<file path="src/rtl/bucket_seq_pkg.sv">
package bucket_seq_pkg;

  typedef enum logic [2:0] {
    PH_IDLE   = 3'd0,
    PH_ROW_RS = 3'd1,
    PH_COL_RS = 3'd2,
    PH_COL_AG = 3'd3,
    PH_ROW_AG = 3'd4
  } phase_e;

  // strobes from control to datapath
  typedef struct packed {
    logic   load;  // enter stage tgt: reset round count, seed pointer
    logic   step;  // advance one round within stage tgt
    phase_e tgt;
  } seq_ctl_t;

endpackage

</file>
<file path="src/rtl/bucket_seq_ctrl.sv">
module bucket_seq_ctrl
  import bucket_seq_pkg::*;
#(
  parameter int ROWS = 3,
  parameter int COLS = 4
) (
  input  logic     clk,
  input  logic     rst_n,
  input  logic     start,
  input  logic     roundAck,
  input  logic     lastRound,
  output phase_e   curPh,
  output seq_ctl_t ctl,
  output logic     busy,
  output logic     done,
  output logic     phaseEnter
);

  localparam phase_e FIRST_PH = (COLS > 1) ? PH_ROW_RS :
                                ((ROWS > 1) ? PH_COL_RS : PH_IDLE);
  localparam phase_e AFTER_ROW_RS = (ROWS > 1) ? PH_COL_RS : PH_ROW_AG;
  localparam phase_e AFTER_COL_AG = (COLS > 1) ? PH_ROW_AG : PH_IDLE;

  phase_e nxtPh;
  logic   finishing;

  function automatic phase_e followOf(input phase_e p);
    case (p)
      PH_ROW_RS: return AFTER_ROW_RS;
      PH_COL_RS: return PH_COL_AG;
      PH_COL_AG: return AFTER_COL_AG;
      default:   return PH_IDLE;
    endcase
  endfunction

  always_comb begin
    nxtPh     = curPh;
    finishing = 1'b0;
    ctl.load  = 1'b0;
    ctl.step  = 1'b0;
    ctl.tgt   = curPh;
    if (curPh == PH_IDLE) begin
      if (start) begin
        nxtPh     = FIRST_PH;
        ctl.tgt   = FIRST_PH;
        ctl.load  = (FIRST_PH != PH_IDLE);
        finishing = (FIRST_PH == PH_IDLE);
      end
    end else if (roundAck) begin
      if (lastRound) begin
        nxtPh     = followOf(curPh);
        ctl.tgt   = nxtPh;
        ctl.load  = (nxtPh != PH_IDLE);
        finishing = (nxtPh == PH_IDLE);
      end else begin
        ctl.step = 1'b1;
      end
    end
  end

  always_ff @(posedge clk or negedge rst_n) begin
    if (!rst_n) begin
      curPh      <= PH_IDLE;
      done       <= 1'b0;
      phaseEnter <= 1'b0;
    end else begin
      curPh      <= nxtPh;
      done       <= finishing;
      phaseEnter <= ctl.load && (ctl.tgt != PH_COL_AG);
    end
  end

  assign busy = (curPh != PH_IDLE);

  // idle stays idle unless start is seen
  assert_idle_quiet_R12: assert property (@(posedge clk) disable iff (!rst_n)
    (!busy && !start) |=> !busy && !done);

  // the completion pulse never overlaps a running sequence
  assert_done_idle_R7: assert property (@(posedge clk) disable iff (!rst_n)
    done |-> !busy);

  // completion is caused by a final acknowledge (or empty start)
  assert_done_cause_R7: assert property (@(posedge clk) disable iff (!rst_n)
    done |-> ($past(roundAck) || $past(start)));

endmodule

</file>
<file path="src/rtl/bucket_seq_path.sv">
module bucket_seq_path
  import bucket_seq_pkg::*;
#(
  parameter int ROWS = 3,
  parameter int COLS = 4,
  localparam int CW = (COLS > 1) ? $clog2(COLS) : 1,
  localparam int RW = (ROWS > 1) ? $clog2(ROWS) : 1
) (
  input  logic          clk,
  input  logic          rst_n,
  input  seq_ctl_t      ctl,
  input  phase_e        curPh,
  input  logic [CW-1:0] rowRank,
  input  logic [RW-1:0] colRank,
  output logic          lastRound,
  output logic [1:0]    phaseId,
  output logic          rowActive,
  output logic          colActive,
  output logic          accumulate,
  output logic          wholeSeg,
  output logic [CW-1:0] sendSeg,
  output logic [CW-1:0] recvSeg,
  output logic [RW-1:0] sendSub,
  output logic [RW-1:0] recvSub
);

  localparam int PW   = (CW > RW) ? CW : RW;
  localparam int MAXD = (ROWS > COLS) ? ROWS : COLS;
  localparam int NW   = $clog2(MAXD + 1);

  logic [PW-1:0] ptr, prevPtr, initPtr, rowExt, colExt, ownSeg;
  logic [NW-1:0] roundCnt;
  logic          rowPhase, colPhase;
  int            dimN, tgtN;

  function automatic logic [PW-1:0] stepDown(input logic [PW-1:0] v, input int n);
    return (v == '0) ? PW'(n - 1) : v - PW'(1);
  endfunction

  function automatic logic [PW-1:0] stepUp(input logic [PW-1:0] v, input int n);
    return (int'(v) == n - 1) ? '0 : v + PW'(1);
  endfunction

  assign rowExt = PW'(rowRank);
  assign colExt = PW'(colRank);
  assign ownSeg = stepUp(rowExt, COLS);

  assign rowPhase = (curPh == PH_ROW_RS) || (curPh == PH_ROW_AG);
  assign colPhase = (curPh == PH_COL_RS) || (curPh == PH_COL_AG);

  always_comb begin
    dimN = rowPhase ? COLS : ROWS;
    tgtN = ((ctl.tgt == PH_ROW_RS) || (ctl.tgt == PH_ROW_AG)) ? COLS : ROWS;
    case (ctl.tgt)
      PH_ROW_RS: initPtr = rowExt;
      PH_COL_RS: initPtr = colExt;
      PH_COL_AG: initPtr = stepUp(colExt, ROWS);
      PH_ROW_AG: initPtr = stepUp(rowExt, COLS);
      default:   initPtr = '0;
    endcase
  end

  assign prevPtr   = stepDown(ptr, dimN);
  assign lastRound = (roundCnt == NW'(dimN - 2));

  always_ff @(posedge clk or negedge rst_n) begin
    if (!rst_n) begin
      ptr      <= '0;
      roundCnt <= '0;
    end else if (ctl.load) begin
      ptr      <= initPtr;
      roundCnt <= '0;
    end else if (ctl.step) begin
      ptr      <= stepDown(ptr, tgtN);
      roundCnt <= roundCnt + NW'(1);
    end
  end

  always_comb begin
    case (curPh)
      PH_ROW_RS:            phaseId = 2'd1;
      PH_COL_RS, PH_COL_AG: phaseId = 2'd2;
      PH_ROW_AG:            phaseId = 2'd3;
      default:              phaseId = 2'd0;
    endcase
  end

  assign rowActive  = rowPhase;
  assign colActive  = colPhase;
  assign accumulate = (curPh == PH_ROW_RS) || (curPh == PH_COL_RS);
  assign wholeSeg   = rowPhase;
  assign sendSeg    = rowPhase ? ptr[CW-1:0]     : ownSeg[CW-1:0];
  assign recvSeg    = rowPhase ? prevPtr[CW-1:0] : ownSeg[CW-1:0];
  assign sendSub    = colPhase ? ptr[RW-1:0]     : '0;
  assign recvSub    = colPhase ? prevPtr[RW-1:0] : '0;

  // pointer and round count move only on a control strobe
  assert_hold_no_ack_R3: assert property (@(posedge clk) disable iff (!rst_n)
    (!ctl.load && !ctl.step) |=> ($stable(ptr) && $stable(roundCnt)));

  // round count never runs past the largest ring
  assert_round_bound_R3: assert property (@(posedge clk) disable iff (!rst_n)
    int'(roundCnt) < MAXD);

endmodule

</file>
<file path="src/rtl/bucket_allreduce_seq.sv">
module bucket_allreduce_seq
  import bucket_seq_pkg::*;
#(
  parameter int ROWS = 3,
  parameter int COLS = 4,
  localparam int CW = (COLS > 1) ? $clog2(COLS) : 1,
  localparam int RW = (ROWS > 1) ? $clog2(ROWS) : 1
) (
  input  logic          clk,
  input  logic          rst_n,
  input  logic          start,
  input  logic          roundAck,
  input  logic [CW-1:0] rowRank,
  input  logic [RW-1:0] colRank,
  output logic          busy,
  output logic          done,
  output logic          phaseEnter,
  output logic [1:0]    phaseId,
  output logic          rowActive,
  output logic          colActive,
  output logic          accumulate,
  output logic          wholeSeg,
  output logic [CW-1:0] sendSeg,
  output logic [CW-1:0] recvSeg,
  output logic [RW-1:0] sendSub,
  output logic [RW-1:0] recvSub
);

  seq_ctl_t ctl;
  phase_e   curPh;
  logic     lastRound;

  bucket_seq_ctrl #(.ROWS(ROWS), .COLS(COLS)) u_ctrl (
    .clk        (clk),
    .rst_n      (rst_n),
    .start      (start),
    .roundAck   (roundAck),
    .lastRound  (lastRound),
    .curPh      (curPh),
    .ctl        (ctl),
    .busy       (busy),
    .done       (done),
    .phaseEnter (phaseEnter)
  );

  bucket_seq_path #(.ROWS(ROWS), .COLS(COLS)) u_path (
    .clk        (clk),
    .rst_n      (rst_n),
    .ctl        (ctl),
    .curPh      (curPh),
    .rowRank    (rowRank),
    .colRank    (colRank),
    .lastRound  (lastRound),
    .phaseId    (phaseId),
    .rowActive  (rowActive),
    .colActive  (colActive),
    .accumulate (accumulate),
    .wholeSeg   (wholeSeg),
    .sendSeg    (sendSeg),
    .recvSeg    (recvSeg),
    .sendSub    (sendSub),
    .recvSub    (recvSub)
  );

  // only one ring is ever driven in a round
  assert_one_ring_R2: assert property (@(posedge clk) disable iff (!rst_n)
    !(rowActive && colActive));

  // a stage entry is always inside a running sequence
  assert_enter_busy_R11: assert property (@(posedge clk) disable iff (!rst_n)
    phaseEnter |-> busy);

endmodule

</file>
<file path="config.mk">
export PLATFORM = sky130hd
export DESIGN_NAME = bucket_allreduce_seq
export DESIGN_NICKNAME = d
export VERILOG_FILES = /design/src/rtl/bucket_seq_pkg.sv /design/src/rtl/bucket_seq_ctrl.sv /design/src/rtl/bucket_seq_path.sv /design/src/rtl/bucket_allreduce_seq.sv
export SDC_FILE = /design/constraint.sdc
export NUM_CORES = 1
export LEC_CHECK = 0
export BUFFER_PORTS_ARGS = -buffer_cell sky130_fd_sc_hd__buf_2
export CAP_MARGIN = 20
export CORE_MARGIN = 2
export CORE_UTILIZATION = 50
export CTS_BUF_LIST = sky130_fd_sc_hd__clkbuf_16
export CTS_CLUSTER_DIAMETER = 80
export DETAILED_ROUTE_END_ITERATION = 7
export GPL_TIMING_DRIVEN = 0
export PLACE_DENSITY = 0.84
export SETUP_SLACK_MARGIN = 0.2
export SKIP_CTS_REPAIR_TIMING = 1
export SLEW_MARGIN = 15
export SYNTH_ARGS = -nofsm -noshare
export SYNTH_HDL_FRONTEND = slang
export SYNTH_HIERARCHICAL = 1
export SYNTH_SLANG_ARGS = --single-unit
</file>
<file path="constraint.sdc">
create_clock -name clk -period 4.2 [get_ports clk]
set_clock_uncertainty 0.15 [all_clocks]
set_input_delay 0.84 -clock clk [delete_from_list [all_inputs] [get_ports clk]]
set_output_delay 0.84 -clock clk [all_outputs]
set_load 0.02 [all_outputs]
</file>
Word-level counts from Yosys, hierarchy flattened
Cells that the tools add are included.

cells by class
  add/sub/neg operators = 7
  multipliers = 0
  divide/modulo/power cells = 0
  magnitude comparators = 0
  eq/ne operators = 12
  shift operators = 0
  mux-type cells = 34
  bitwise operators = 0
  reductions and logical operators = 13

operator list
  operator                                                               count
  3-bit two-way mux                                                      11
  2-bit two-way mux                                                      11
  3-bit by 2-bit equality test with 1-bit output, second input constant  4
  3-bit one-hot mux with 3 select lines                                  1
  1-bit two-way mux                                                      8
  2-bit one-hot mux with 4 select lines                                  1
  3-bit by 1-bit equality test with 1-bit output, second input constant  2
  3-bit equality test, second input constant                             2
  3-bit zero test                                                        2
  2-bit one-hot mux with 3 select lines                                  1
  3-bit nonzero test                                                     2
  5-bit two-way mux                                                      1
  2-bit by 1-bit adder with 2-bit output, second input constant          2
  1-bit logical OR                                                       4
  2-bit nonzero test                                                     2
  2-bit subtractor, second input constant                                2
  3-bit by 1-bit adder with 3-bit output, second input constant          1
  3-bit equality test                                                    1
  3-bit by 2-bit != test with 1-bit output, second input constant        1
  3-bit subtractor, second input constant                                1
  2-bit by 1-bit equality test with 1-bit output, second input constant  1
  2-bit equality test, second input constant                             1
  2-bit zero test                                                        1
  2-bit OR reduction                                                     1
  2 further kinds                                                        2

word-level totals
  register bits after elaboration = 10
  latch bits = 0
  bits in writable memories = 0
  ROM bits = 0
  bits of input ports = 8
  output and inout port bits = 17
  logic and storage cells = 71
  memories kept = 0

Depth between registers and ports, before layout
  word-level depth = 19
  mapped depth = 9
  depth with buffers taken out = 8

Modules after synthesis
The synthesis kept the hierarchy.

by module, submodules not included
  module           instances  cells an instance  area an instance (sq um)  seq. area each (sq um)
  bucket_seq_path  1          68                 540.5                     125.1
  bucket_seq_ctrl  1          29                 309.0                     125.1

Worst setup path before layout
No wires, ideal clock.

  path type = register to register
  start = register u_ctrl.curPh[1]
  end = register u_path.ptr[1]
  setup time = 0.126 ns
  data arrival time = 2.642 ns
  data required time = 3.924 ns
  setup slack = 1.282 ns
  stages on the path, launching flop included = 9
  buffers on the path = 2
  clock period less this slack = 2.918 ns
  cell sequence = dfrtp_1 -> clkbuf_1 -> or4b_1 -> a21oi_1 -> nand2_1 -> a221o_1 -> buf_2 -> and4b_1 -> o32a_1

RTL lines
  what                      line                   text
  start: declaration        bucket_seq_ctrl.sv:12  output phase_e curPh,
  start signal: assignment  bucket_seq_ctrl.sv:67  curPh <= nxtPh;
  end signal: assignment    bucket_seq_path.sv:71  ptr <= initPtr;
  end signal: assignment    bucket_seq_path.sv:74  ptr <= stepDown(ptr, tgtN);
  end: declaration          bucket_seq_path.sv:31  logic [PW-1:0] ptr, prevPtr, initPtr, rowExt, colExt, ownSeg;

==> metrics.md <==
| Metric | Value |
|---|---|
| # IOs | `25` |
| Max FO, Critical Path | `10` |
| DRC Markers | `0` |
| Tmin final | `3430 ps` |
| Dpl cell area | `990 um^2` |
| Dpl hpwl | `1390 um` |
| Cell with the most instances after synthesis | `nor2_1` |
| 1st-iter DRT viols | `11` |
| Placed cells | `137` |
| Fill count | `126` |
| H-tree levels | `1` |
| Syn Area/Cell | `8.76 um^2` |
| Layout cells sized above 1 | `29.8%` |
| Num rows | `14` |
| Outcome | `finished clean` |
| Pwr dens | `853 nW/um^2` |
| Syn Inst Count | `97` |
| Wire length per cell | `14.3 um` |
| Critical-path cell list | `clkbuf_1 -> or4b_1 -> a21oi_1 -> nand2_1 -> a221o_1 -> buf_2 -> xor2_1 -> a31oi_1 -> o311ai_0` |
| Vias in the first global route | `751` |
| DR vias | `829` |
| TritonCTS clock tree | `built` |
| Worst Setup Start Kind | `flop` |
| Clk_lat worst skew | `240 ps` |
| Period Utilization, post-route | `81.8%` |
| Layout net count | `137` |
| Reg2reg setup slack | `770 ps` |
| Tightest Pin Transition | `623 ps` |
| FF-to-FF Start | `u_ctrl/curPh[1]$_DFFE_PN0P_` |
| Share of the yosys chip area belonging to registers | `29.5%` |
| Netlist Area Pre-Place | `850 um^2` |
| Die height | `45.2 um` |
| Kind of cell adding the most delay to the critical path | `compound AO/OA/AOI/OAI gates` |
| Max clock buf depth | `2` |
| Sinks on Clock Net | `10` |
| Post-synthesis register bit count | `10` |
| Vias per inst | `5.92` |
| Synth top area share | `29.5%` |
| Gpl congestion | `0.761` |
| Post-layout instance area | `1060 um^2` |
| Synth cell count leaders | `nor2_1 (12), dfrtp_1 (10), inv_1 (6), a21oi_1 (5), o211ai_1 (5)` |
| CP Capture Type | `flop` |
| Largest net degree at the start of global routing | `11` |
| Total congestion overflow | `0` |
| Routed Antenna Nets | `0` |
| CP Class | `reg2reg` |
| Asr flop ratio synth | `100%` |
| Post-Syn Nets | `108` |
| CP bufs+invs | `2` |
| Width of the die | `45.2 um` |
| Synthesis warning total | `6` |
| Number of library cell types mapped by synthesis | `41` |
| # diodes | `0` |
| Final setup violation count | `0` |
| Crit path depth | `9` |
| Max-Cap Viols | `0` |
| Root Driver | `clkbuf_16` |
| Post-Layout Cell Count | `140` |
| Largest area contributor in the netlist | `dfrtp_1` |
| Hold crit path type | `in2async` |
| Final Slew Violations | `0` |
| Multi-input gate area | `537 um^2` |
| Layout area overhead | `25.3%` |
| Setup TNS | `0 ps` |
| Initial antenna violation count | `0` |
| Area of the die | `2040 um^2` |
| Reg clk slew, reported paths | `40 ps` |
| 1st-pass router iterations | `5` |
| Worst reg2reg path endpoint | `u_path/ptr[0]$_DFFE_PN0P_` |
| Global Route Usage Sum | `22.9%` |
| Critical path's slowest cell | `or4b_1` |
| Peak VDD IR | `480 uV` |
| LEAKAGE | `0.509 nW` |
| Arrival @ worst endpoint | `3390 ps` |
| Max-slew headroom | `58.5%` |
| Tot Pwr | `0.908 mW` |
| Core ar. | `1540 um^2` |
| F_max | `0.291 GHz` |
| Max incr delay on CP | `540 ps` |
| Post-synth EDFFs | `0` |
| RSZ-0062 raised after global routing | `no` |
| FF-to-FF path depth | `9` |
| Largest cells by area after synthesis | `dfrtp_1 (29%), nor2_1 (5.3%), ha_1 (4.4%)` |
| I/O Buffers | `24` |
| Drt total wl | `2000 um` |
| Starting Density | `55.1%` |
| Cts bufs inserted | `3` |
| Worst Path Required | `4150 ps` |
| First-pass GRT wire length | `3320 um` |
| Reg area | `250 um^2` |
| Final Hold Fails | `0` |
| Primary FF master, synth | `dfrtp_1` |
[per-stage QoR]
step | hold WS (ps) | worst slack (ps) | utilization [%]
4_1_cts | 310 | 740 | 69.1
3_5_place_dp | 381 | 887 | 64.2
5_1_grt | 321 | 450 | 69.1
6_report | 305 | 765 | 69.1
2_1_floorplan | 355 | 1280 | -
3_3_place_gp | 376 | 979 | 64.2
[kinds of logic (layout without fill, tap and decap cells)]
family	Yosys count	in the layout	share of synthesized area [%]
AO/OA/AOI/OAI	22	22	18.7
XOR/XNOR	5	5	5.16
multiplexers	5	5	6.19
buffers and inverters	13	40	7.36
adder cells (fa/ha/maj)	3	3	4.42
flip-flops	10	10	29.5
AND/OR/NAND/NOR	39	39	28.7
[routing by layer]
layer	vias up	part of all wire, %	global-route usage, %
met5	-	0	0
met4	0	1.0	10.6
met3	2	6.0	4.80
met2	32	50	36.6
met1	386	43	29.5
li1	409	-	-
[sequential cells by signal, summed over array words and instances, names as in the netlist]
| name | cells |
|---|---|
| u_ctrl/done | 1 |
| u_ctrl/phaseEnter | 1 |
| u_path/ptr | 2 |
| u_path/roundCnt | 3 |
| u_ctrl/curPh | 3 |
[worst max-delay path by stage]
stage	startpoint	to	slack, ps
6_report	u_ctrl/curPh[1]$_DFFE_PN0P_	u_path/ptr[0]$_DFFE_PN0P_	770
5_1_grt	u_ctrl/curPh[1]$_DFFE_PN0P_	u_path/ptr[0]$_DFFE_PN0P_	450
4_1_cts	u_ctrl/curPh[1]$_DFFE_PN0P_	u_path/ptr[0]$_DFFE_PN0P_	740
3_5_place_dp	u_ctrl/curPh[1]$_DFFE_PN0P_	u_path/ptr[1]$_DFFE_PN0P_	890
3_3_place_gp	u_ctrl/curPh[1]$_DFFE_PN0P_	u_path/ptr[0]$_DFFE_PN0P_	980
2_1_floorplan	u_ctrl/curPh[1]$_DFFE_PN0P_	u_path/ptr[1]$_DFFE_PN0P_	1280
[cell usage in the layout, fill, tap and decap left out, types with 3 or more instances in the layout]
cell type / netlist / routed
xnor2_1: 3 / 3
nor2b_1: 4 / 4
nor2_1: 12 / 12
buf_2: 2 / 26
o21ai_0: 3 / 3
a21oi_1: 5 / 5
o211ai_1: 5 / 5
mux2i_1: 3 / 3
dfrtp_1: 10 / 10
ha_1: 3 / 3
inv_1: 6 / 6
clkbuf_16: 0 / 3
[report_power, final]
group / total [mW] / internal [mW] / switching [mW]
logic: 0.562 / 0.228 / 0.334
registers: 0.181 / 0.137 / 0.0440
clock network: 0.165 / 0.123 / 0.0415
total: 0.908 / 0.488 / 0.420
[area by class of cell]
| cell class | instances | area share (%) |
|---|---|---|
| inverters | 6 | 2.12 |
| multi-input cells | 74 | 50.4 |
| repair buffers | 24 | 11.3 |
| plain buffers | 7 | 3.76 |
| well taps | 16 | 1.88 |
| flip-flops and latches | 10 | 23.5 |
| clock buffers | 3 | 7.05 |
Power figures use the tool's default switching activity.
